[src/rtl/trc_pkg.sv]
package trc_pkg;
  localparam int WORD_W = 16;
  localparam int INFO_W = 4;

  // Flag field of one trace line; vec implies dst
  typedef struct packed {
    logic       dst;
    logic       vec;
    logic [1:0] pc_hi;
  } trc_info_t;

  // Access class of a host strobe
  typedef enum logic [1:0] {
    ACC_NONE    = 2'd0,
    ACC_ALIGNED = 2'd1,
    ACC_BAD     = 2'd2
  } acc_e;
endpackage

[src/rtl/trc_rst_sync.sv]
module trc_rst_sync (
  input  logic clk,
  input  logic rst_n,
  output logic rst_sn
);
  logic [1:0] sync_q;

  always_ff @(posedge clk or negedge rst_n) begin
    if (!rst_n) sync_q <= 2'b00;
    else        sync_q <= {sync_q[0], 1'b1};
  end

  assign rst_sn = sync_q[1];
endmodule

[src/rtl/trc_store.sv]
module trc_store
  import trc_pkg::*;
#(
  parameter int DEPTH  = 64,
  parameter int DATA_W = 32,
  localparam int LW    = $clog2(DEPTH),
  localparam int CW    = $clog2(DEPTH + 1),
  localparam int LINE_W = INFO_W + DATA_W
) (
  input  logic              clk,
  input  logic              rst_sn,
  input  logic              arm,
  input  logic              cap_valid,
  input  trc_info_t         cap_info,
  input  logic [DATA_W-1:0] cap_data,
  input  logic [LW-1:0]     rd_line,
  output trc_info_t         rd_info,
  output logic [DATA_W-1:0] rd_dat,
  output logic [LW-1:0]     wr_ptr,
  output logic [CW-1:0]     line_count,
  output logic              wrapped
);
  logic              arm_q;
  logic              arm_rise;
  logic              cap_ok;
  logic [LW-1:0]     wp_q, wp_d;
  logic [CW-1:0]     cnt_q, cnt_d;
  logic              wrap_q, wrap_d;
  logic              last_slot;
  trc_info_t         info_fix;
  logic [LINE_W-1:0] mem [DEPTH];
  logic [LINE_W-1:0] rd_word_line;

  // arm history register: the only reset state in this unit
  always_ff @(posedge clk or negedge rst_sn) begin
    if (!rst_sn) arm_q <= 1'b0;
    else         arm_q <= arm;
  end

  assign arm_rise  = rst_sn & arm & ~arm_q;
  assign cap_ok    = rst_sn & cap_valid & arm & arm_q;
  assign last_slot = (wp_q == LW'(DEPTH - 1));

  // vector addresses are always destinations
  always_comb begin
    info_fix     = cap_info;
    info_fix.dst = cap_info.dst | cap_info.vec;
  end

  always_comb begin
    wp_d   = wp_q;
    cnt_d  = cnt_q;
    wrap_d = wrap_q;
    if (arm_rise) begin
      wp_d   = '0;
      cnt_d  = '0;
      wrap_d = 1'b0;
    end else if (cap_ok) begin
      wp_d = last_slot ? '0 : wp_q + 1'b1;
      if (cnt_q != CW'(DEPTH)) cnt_d = cnt_q + 1'b1;
      if (last_slot)           wrap_d = 1'b1;
    end
  end

  // session state survives reset on purpose: no reset branch
  always_ff @(posedge clk) begin
    if (arm_rise || cap_ok) begin
      wp_q   <= wp_d;
      cnt_q  <= cnt_d;
      wrap_q <= wrap_d;
    end
  end

  always_ff @(posedge clk) begin
    if (cap_ok) mem[wp_q] <= {info_fix, cap_data};
  end

  assign rd_word_line = mem[rd_line];
  assign rd_info      = trc_info_t'(rd_word_line[LINE_W-1 -: INFO_W]);
  assign rd_dat       = rd_word_line[DATA_W-1:0];
  assign wr_ptr       = wp_q;
  assign line_count   = cnt_q;
  assign wrapped      = wrap_q;
endmodule

[src/rtl/trc_lock.sv]
module trc_lock (
  input  logic clk,
  input  logic rst_sn,
  input  logic arm,
  input  logic unlock_req,
  output logic locked
);
  logic lk_q, lk_d;

  always_comb begin
    lk_d = lk_q;
    if (arm)             lk_d = 1'b1;
    else if (unlock_req) lk_d = 1'b0;
  end

  always_ff @(posedge clk or negedge rst_sn) begin
    if (!rst_sn) lk_q <= 1'b1;
    else         lk_q <= lk_d;
  end

  assign locked = lk_q;
endmodule

[src/rtl/trc_rdptr.sv]
module trc_rdptr #(
  parameter int DEPTH = 64,
  parameter int NSLOT = 3,
  localparam int LW   = $clog2(DEPTH),
  localparam int SW   = $clog2(NSLOT)
) (
  input  logic          clk,
  input  logic          rst_sn,
  input  logic          rehome,
  input  logic          advance,
  input  logic [LW-1:0] home_line,
  output logic [LW-1:0] rd_line,
  output logic [SW-1:0] rd_slot
);
  logic [LW-1:0] line_q, line_d;
  logic [SW-1:0] slot_q, slot_d;
  logic          end_of_line;
  logic          ptr_en;

  assign end_of_line = (slot_q == SW'(NSLOT - 1));
  assign ptr_en      = rehome | advance;

  always_comb begin
    line_d = line_q;
    slot_d = slot_q;
    if (rehome) begin
      line_d = home_line;
      slot_d = '0;
    end else if (advance) begin
      if (end_of_line) begin
        slot_d = '0;
        line_d = (line_q == LW'(DEPTH - 1)) ? '0 : line_q + 1'b1;
      end else begin
        slot_d = slot_q + 1'b1;
      end
    end
  end

  always_ff @(posedge clk or negedge rst_sn) begin
    if (!rst_sn) begin
      line_q <= '0;
      slot_q <= '0;
    end else if (ptr_en) begin
      line_q <= line_d;
      slot_q <= slot_d;
    end
  end

  assign rd_line = line_q;
  assign rd_slot = slot_q;
endmodule

[src/rtl/trc_tbuf.sv]
module trc_tbuf
  import trc_pkg::*;
#(
  parameter int DEPTH  = 64,
  parameter int DATA_W = 32,
  localparam int LW    = $clog2(DEPTH),
  localparam int CW    = $clog2(DEPTH + 1),
  localparam int DSLOT = DATA_W / WORD_W,
  localparam int NSLOT = DSLOT + 1,
  localparam int SW    = $clog2(NSLOT)
) (
  input  logic              clk,
  input  logic              rst_n,
  input  logic              arm,
  input  logic              tsrc_en,
  input  logic              secure,
  input  logic              cap_valid,
  input  logic [3:0]        cap_info,
  input  logic [DATA_W-1:0] cap_data,
  input  logic              host_rd,
  input  logic              host_wr,
  input  logic              host_word,
  input  logic              host_addr0,
  output logic [WORD_W-1:0] rd_data,
  output logic [CW-1:0]     line_count,
  output logic              wrapped
);
  logic              rst_sn;
  logic              locked;
  logic              unlock_req;
  logic              rehome;
  logic              rd_legal;
  acc_e              rd_acc;
  logic [LW-1:0]     rd_line;
  logic [SW-1:0]     rd_slot;
  logic [LW-1:0]     wr_ptr;
  logic [LW-1:0]     home_line;
  trc_info_t         line_info;
  logic [DATA_W-1:0] line_dat;
  logic [WORD_W-1:0] slot_word [NSLOT];
  logic [WORD_W-1:0] sel_word;

  trc_rst_sync u_rst (
    .clk    (clk),
    .rst_n  (rst_n),
    .rst_sn (rst_sn)
  );

  trc_store #(.DEPTH(DEPTH), .DATA_W(DATA_W)) u_store (
    .clk        (clk),
    .rst_sn     (rst_sn),
    .arm        (arm),
    .cap_valid  (cap_valid),
    .cap_info   (trc_info_t'(cap_info)),
    .cap_data   (cap_data),
    .rd_line    (rd_line),
    .rd_info    (line_info),
    .rd_dat     (line_dat),
    .wr_ptr     (wr_ptr),
    .line_count (line_count),
    .wrapped    (wrapped)
  );

  // host access classification
  always_comb begin
    if (!host_rd)                     rd_acc = ACC_NONE;
    else if (host_word && !host_addr0) rd_acc = ACC_ALIGNED;
    else                              rd_acc = ACC_BAD;
  end

  assign unlock_req = host_wr & host_word & ~host_addr0 & ~arm;
  assign rehome     = host_wr & ~host_addr0;
  assign rd_legal   = (rd_acc == ACC_ALIGNED) & ~arm & ~locked & tsrc_en & ~secure;
  assign home_line  = wrapped ? wr_ptr : '0;

  trc_lock u_lock (
    .clk        (clk),
    .rst_sn     (rst_sn),
    .arm        (arm),
    .unlock_req (unlock_req),
    .locked     (locked)
  );

  trc_rdptr #(.DEPTH(DEPTH), .NSLOT(NSLOT)) u_rdptr (
    .clk       (clk),
    .rst_sn    (rst_sn),
    .rehome    (rehome),
    .advance   (rd_legal & ~rehome),
    .home_line (home_line),
    .rd_line   (rd_line),
    .rd_slot   (rd_slot)
  );

  // slot 0 carries the flag field, the rest carry the payload low-first
  assign slot_word[0] = {{(WORD_W - INFO_W){1'b0}}, line_info};
  for (genvar k = 1; k < NSLOT; k++) begin : g_slot
    assign slot_word[k] = line_dat[k*WORD_W-1 -: WORD_W];
  end

  always_comb begin
    sel_word = '0;
    for (int k = 0; k < NSLOT; k++) begin
      if (rd_slot == SW'(k)) sel_word = slot_word[k];
    end
  end

  assign rd_data = rd_legal ? sel_word : '0;
endmodule

[config.mk]
export PLATFORM = sky130hd
export DESIGN_NAME = trc_tbuf
export DESIGN_NICKNAME = d
export VERILOG_FILES = /design/src/rtl/trc_pkg.sv /design/src/rtl/trc_rst_sync.sv /design/src/rtl/trc_store.sv /design/src/rtl/trc_lock.sv /design/src/rtl/trc_rdptr.sv /design/src/rtl/trc_tbuf.sv
export SDC_FILE = /design/constraint.sdc
export NUM_CORES = 2
export LEC_CHECK = 0
export ABC_AREA = 0
export BUFFER_PORTS_ARGS = -buffer_cell sky130_fd_sc_hd__buf_2
export CAP_MARGIN = 20
export CORE_ASPECT_RATIO = 0.8
export CORE_MARGIN = 2
export CORE_UTILIZATION = 63
export DETAILED_ROUTE_END_ITERATION = 12
export PLACE_DENSITY = 0.79
export SETUP_SLACK_MARGIN = 0.2
export SYNTH_ARGS = -nofsm -noshare
export SYNTH_HDL_FRONTEND = slang
export SYNTH_HIERARCHICAL = 1
export SYNTH_SLANG_ARGS = --single-unit
[constraint.sdc]
create_clock -name clk -period 3.5 [get_ports clk]
set_clock_uncertainty 0.1 [all_clocks]
set_input_delay 0.175 -clock clk [delete_from_list [all_inputs] [get_ports clk]]
set_output_delay 0.175 -clock clk [all_outputs]
set_load 0.03 [all_outputs]
==> results by group <==
Status
  – Failing checks: setup timing
  – Status: finished with violations

Global routing
  – First-pass GRT wire length: 391000 µm
  – GR Util All Layers: 39.8%
  – Largest net degree at the start of global routing: 65
  – Vias in the first global route: 49800
  – Initial antenna violation count: 14
  – GRT Residual Overflow: 0

Logic synthesis
  – Post-synth EDFFs: 2318
  – Post-synthesis sequential area ratio: 78.8%
  – Yosys top cell area share: 78.5%
  – Ys Warns: 6
  – Most used DFF post-synth: edfxtp_1
  – Syn nets: 3937
  – Seq cells post-synth: 2330
  – Cells after Synth: 3887
  – Netlist Area Pre-Place: 88700 µm²
  – Post-synthesis cell type count: 62
  – Avg Cell Area, Syn: 22.8 µm²
  – Synth top area cells: edfxtp_1 (78%), mux4_2 (14%), o22ai_1 (0.96%), nor2_1 (0.59%), o221ai_1 (0.51%)
  – Post-synth top area cell: edfxtp_1
  – Post-synth ARST share: 0.515%

Placement
  – Port Buffers: 69
  – # placed instances: 6012
  – Post-DP HPWL: 142000 µm
  – Final weighted congestion in routability-driven placement: 0.952
  – Placed Area: 95100 µm²

Drt
  – First drt pass iteration count: 9
  – Initial drt markers: 11200
  – # DRC: 0
  – Antenna-violating nets left: 0
  – DR WL/cell: 44.3 µm
  – Post-Route WL: 292000 µm
  – Vias: 51000
  – Via density: 7.75

Timing
  – Min Clock Period, post-route: 4.36 ns
  – F_max: 229 MHz
  – Worst-Margin Slew: 1.22 ns
  – Slew margin rel.: 18.8%
  – Setup ws final: -0.862 ns
  – Final setup fails: 16
  – Final Slew Violations: 0
  – Unrepaired setup endpoints after global routing: yes
  – Tcrit/Tclk final: 125%
  – Final Hold Violating Endpoints: 0

Cells and area
  – Post-Layout Cell Count: 6579
  – # fillers: 6618
  – # nets final: 4567
  – Share of layout cells above drive strength 1: 37.4%
  – Finished layout cell area: 106000 µm²
  – P&R area growth vs syn: 19.1%

Hold path
  – Min-delay worst type: in -> async

Setup path
  – Most used cell, CP: buf_4
  – Crit path kind: reg -> out
  – Crit path launch: u_rdptr/rd_line[2]$_DFFE_PN0P_
  – Reg2Reg Setup Slack: 0.14 ns
  – CP required: 3.22 ns
  – Slowest stage delay, CP: 0.58 ns
  – R2R Path End: u_store/mem[24][16]$_DFFE_PP_
  – Worst setup EP type: output pin
  – Critical R2R Launch: u_store/arm_q$_DFF_PN0_
  – Critical path arrival: 4.09 ns
  – Length in cells of the worst reg-to-reg path: 5
  – Worst-path cell with the longest stage delay: nor2_2
  – CP Launch Type: flop
  – CP Capture Point: rd_data[15]
  – Crit path cell chain: buf_4 > nor2_2 > buf_4 > buf_4 > a221oi_1 > buf_4 > o221ai_1 > a22oi_2 > nor2_1 > buf_4
  – Crit-path max FO: 29

Floorplan
  – Die Y: 340 µm
  – Chip width: 424 µm
  – Initial core utilization: 63.3%
  – Die area: 144000 µm²
  – Core area: 140000 µm²
  – Num rows: 123
  – Num ports: 70

Power
  – Leak Pwr: 0.0331 µW
  – Worst VDD drop: 617 µV
  – P per Cell Area: 574 nW/µm²

Clocking
  – Num CTS Buffers: 204
  – Worst skew pair latency: 0.87 ns
  – CTS tree: done
  – Register clock-pin slew on the reported worst setup and hold paths: 0.07 ns
  – H-Tree Depth: 4
  – Root buf cell: clkbuf_16
  – Largest buffer count on any clock path: 3
  – CTS Sinks: 2330

Flow run
  – Max Cap Viol: 0
## worst min path at each step
stage | start | end | slack, ns | depth (start not counted)
finish | rst_n | u_rst/sync_q[1]$_DFF_PN0_ | 0.07 | 3
floorplan | rst_n | u_rst/sync_q[0]$_DFF_PN0_ | -0.22 | 0
CTS | arm | u_lock/locked$_DFFE_PN1P_ | 0.003 | 3
detailed placement | rst_n | u_rst/sync_q[0]$_DFF_PN0_ | -0.13 | 1
global placement | rst_n | u_rst/sync_q[0]$_DFF_PN0_ | -0.14 | 1
global route | rst_n | u_rst/sync_q[1]$_DFF_PN0_ | 0.07 | 3
## power by group
group	internal [µW]	switching (µW)	leakage (µW)
clock network	12300	10700	0.00323
registers	30700	45.5	0.0210
logic	2920	3960	0.00893
## metal layers
metal	vias to the layer above	wire length [µm]	GRT usage [%]
met4	4	19600	21.1
met2	6112	134000	60.3
met5	-	26	0
met3	1272	50500	13.3
li1	18000	-	-
met1	25600	87200	52.1
## worst max-delay path: cells and delay by family, from the launching register on
kind	cells	cell delay, ns
and+or+nand+nor	2	0.77
AOI/OAI and AO/OA	3	0.51
DFF	1	0.55
buffers and inverters	5	1.37
## metrics by stage
stage          setup TNS (ns)  hold slack (ns)  total power (µW)  worst slack (ns)  utilization (%)
2_1_floorplan               0           -0.221             34000             0.128                -
3_3_place_gp           -0.940           -0.138             36400            -0.585             67.8
3_5_place_dp            -1.03           -0.130             36500            -0.645             67.8
4_1_cts                -10.08          0.00257             59400            -0.724             74.5
5_1_grt                -12.27           0.0691             61400            -0.823             75.4
6_report               -12.36           0.0711             60600            -0.862             75.4
## logic make-up after synthesis
family	Yosys count	share of synthesized area [%]
compound gates	376	3.02
xor+xnor	10	0.0987
fa+ha+maj	4	0.0564
buf+inv	225	1.28
flops	2330	78.8
mux	611	14.9
other cells	1	0.00423
simple gates	330	1.80
## what timing repair did
| action | in CTS | in global routing |
|---|---|---|
| gates cloned | 14 | 4 |
| endpoints found under the hold margin | 967 | 491 |
| pin swaps | 43 | 38 |
| gates resized for setup | 281 | 106 |
| buffers inserted | 67 | 35 |
| hold buffers | 37 | 8 |
| setup endpoints to repair | 16 | 16 |
## synth_stat cells (15+ instances only)
| cell type | n |
|---|---|
| a21oi_1 | 43 |
| a221oi_1 | 18 |
| a22o_1 | 15 |
| a22oi_1 | 46 |
| buf_1 | 23 |
| buf_2 | 68 |
| buf_4 | 37 |
| clkbuf_1 | 78 |
| edfxtp_1 | 2318 |
| mux2_2 | 16 |
| mux2i_1 | 26 |
| mux4_2 | 569 |
| nand2_1 | 54 |
| nand2b_1 | 15 |
| nand3_1 | 24 |
| nor2_1 | 139 |
| nor4_1 | 22 |
| o221ai_1 | 52 |
| o22a_1 | 22 |
| o22ai_1 | 136 |
## cell usage in the layout (no fill, tap or decap), types with 49 or more instances in the layout
master / synthesis / final
buf_4: 37 / 328
buf_6: 8 / 49
clkinv_1: 0 / 51
edfxtp_1: 2318 / 2318
nor2_1: 139 / 62
nor2_4: 0 / 64
nand2_1: 54 / 53
mux4_2: 569 / 569
buf_2: 68 / 53
clkbuf_16: 0 / 212
buf_12: 0 / 126
o22ai_1: 136 / 74
## final cells by class
class                   instances  area (µm²)  share of cell area, %
flip-flops and latches       2330       69900                   66.2
inverters                       9        33.8                 0.0320
clock inverters               125        1150                   1.09
multi-input cells            1332       19600                   18.5
repair buffers                640        7240                   6.85
diodes                         12        30.0                 0.0284
clock buffers                 256        5420                   5.12
well taps                    1875        2350                   2.22
## flip-flops by register name, indices dropped and copies added, names as in the netlist
| name | flops |
|---|---|
| u_store/mem | 2304 |
| u_store/wr_ptr | 6 |
| u_rst/sync_q | 2 |
| u_store/wrapped | 1 |
| u_store/arm_q | 1 |
| u_store/line_count | 7 |
| u_rdptr/rd_line | 6 |
| u_rdptr/rd_slot | 2 |
| u_lock/locked | 1 |
(Power assumes the default switching activity.)
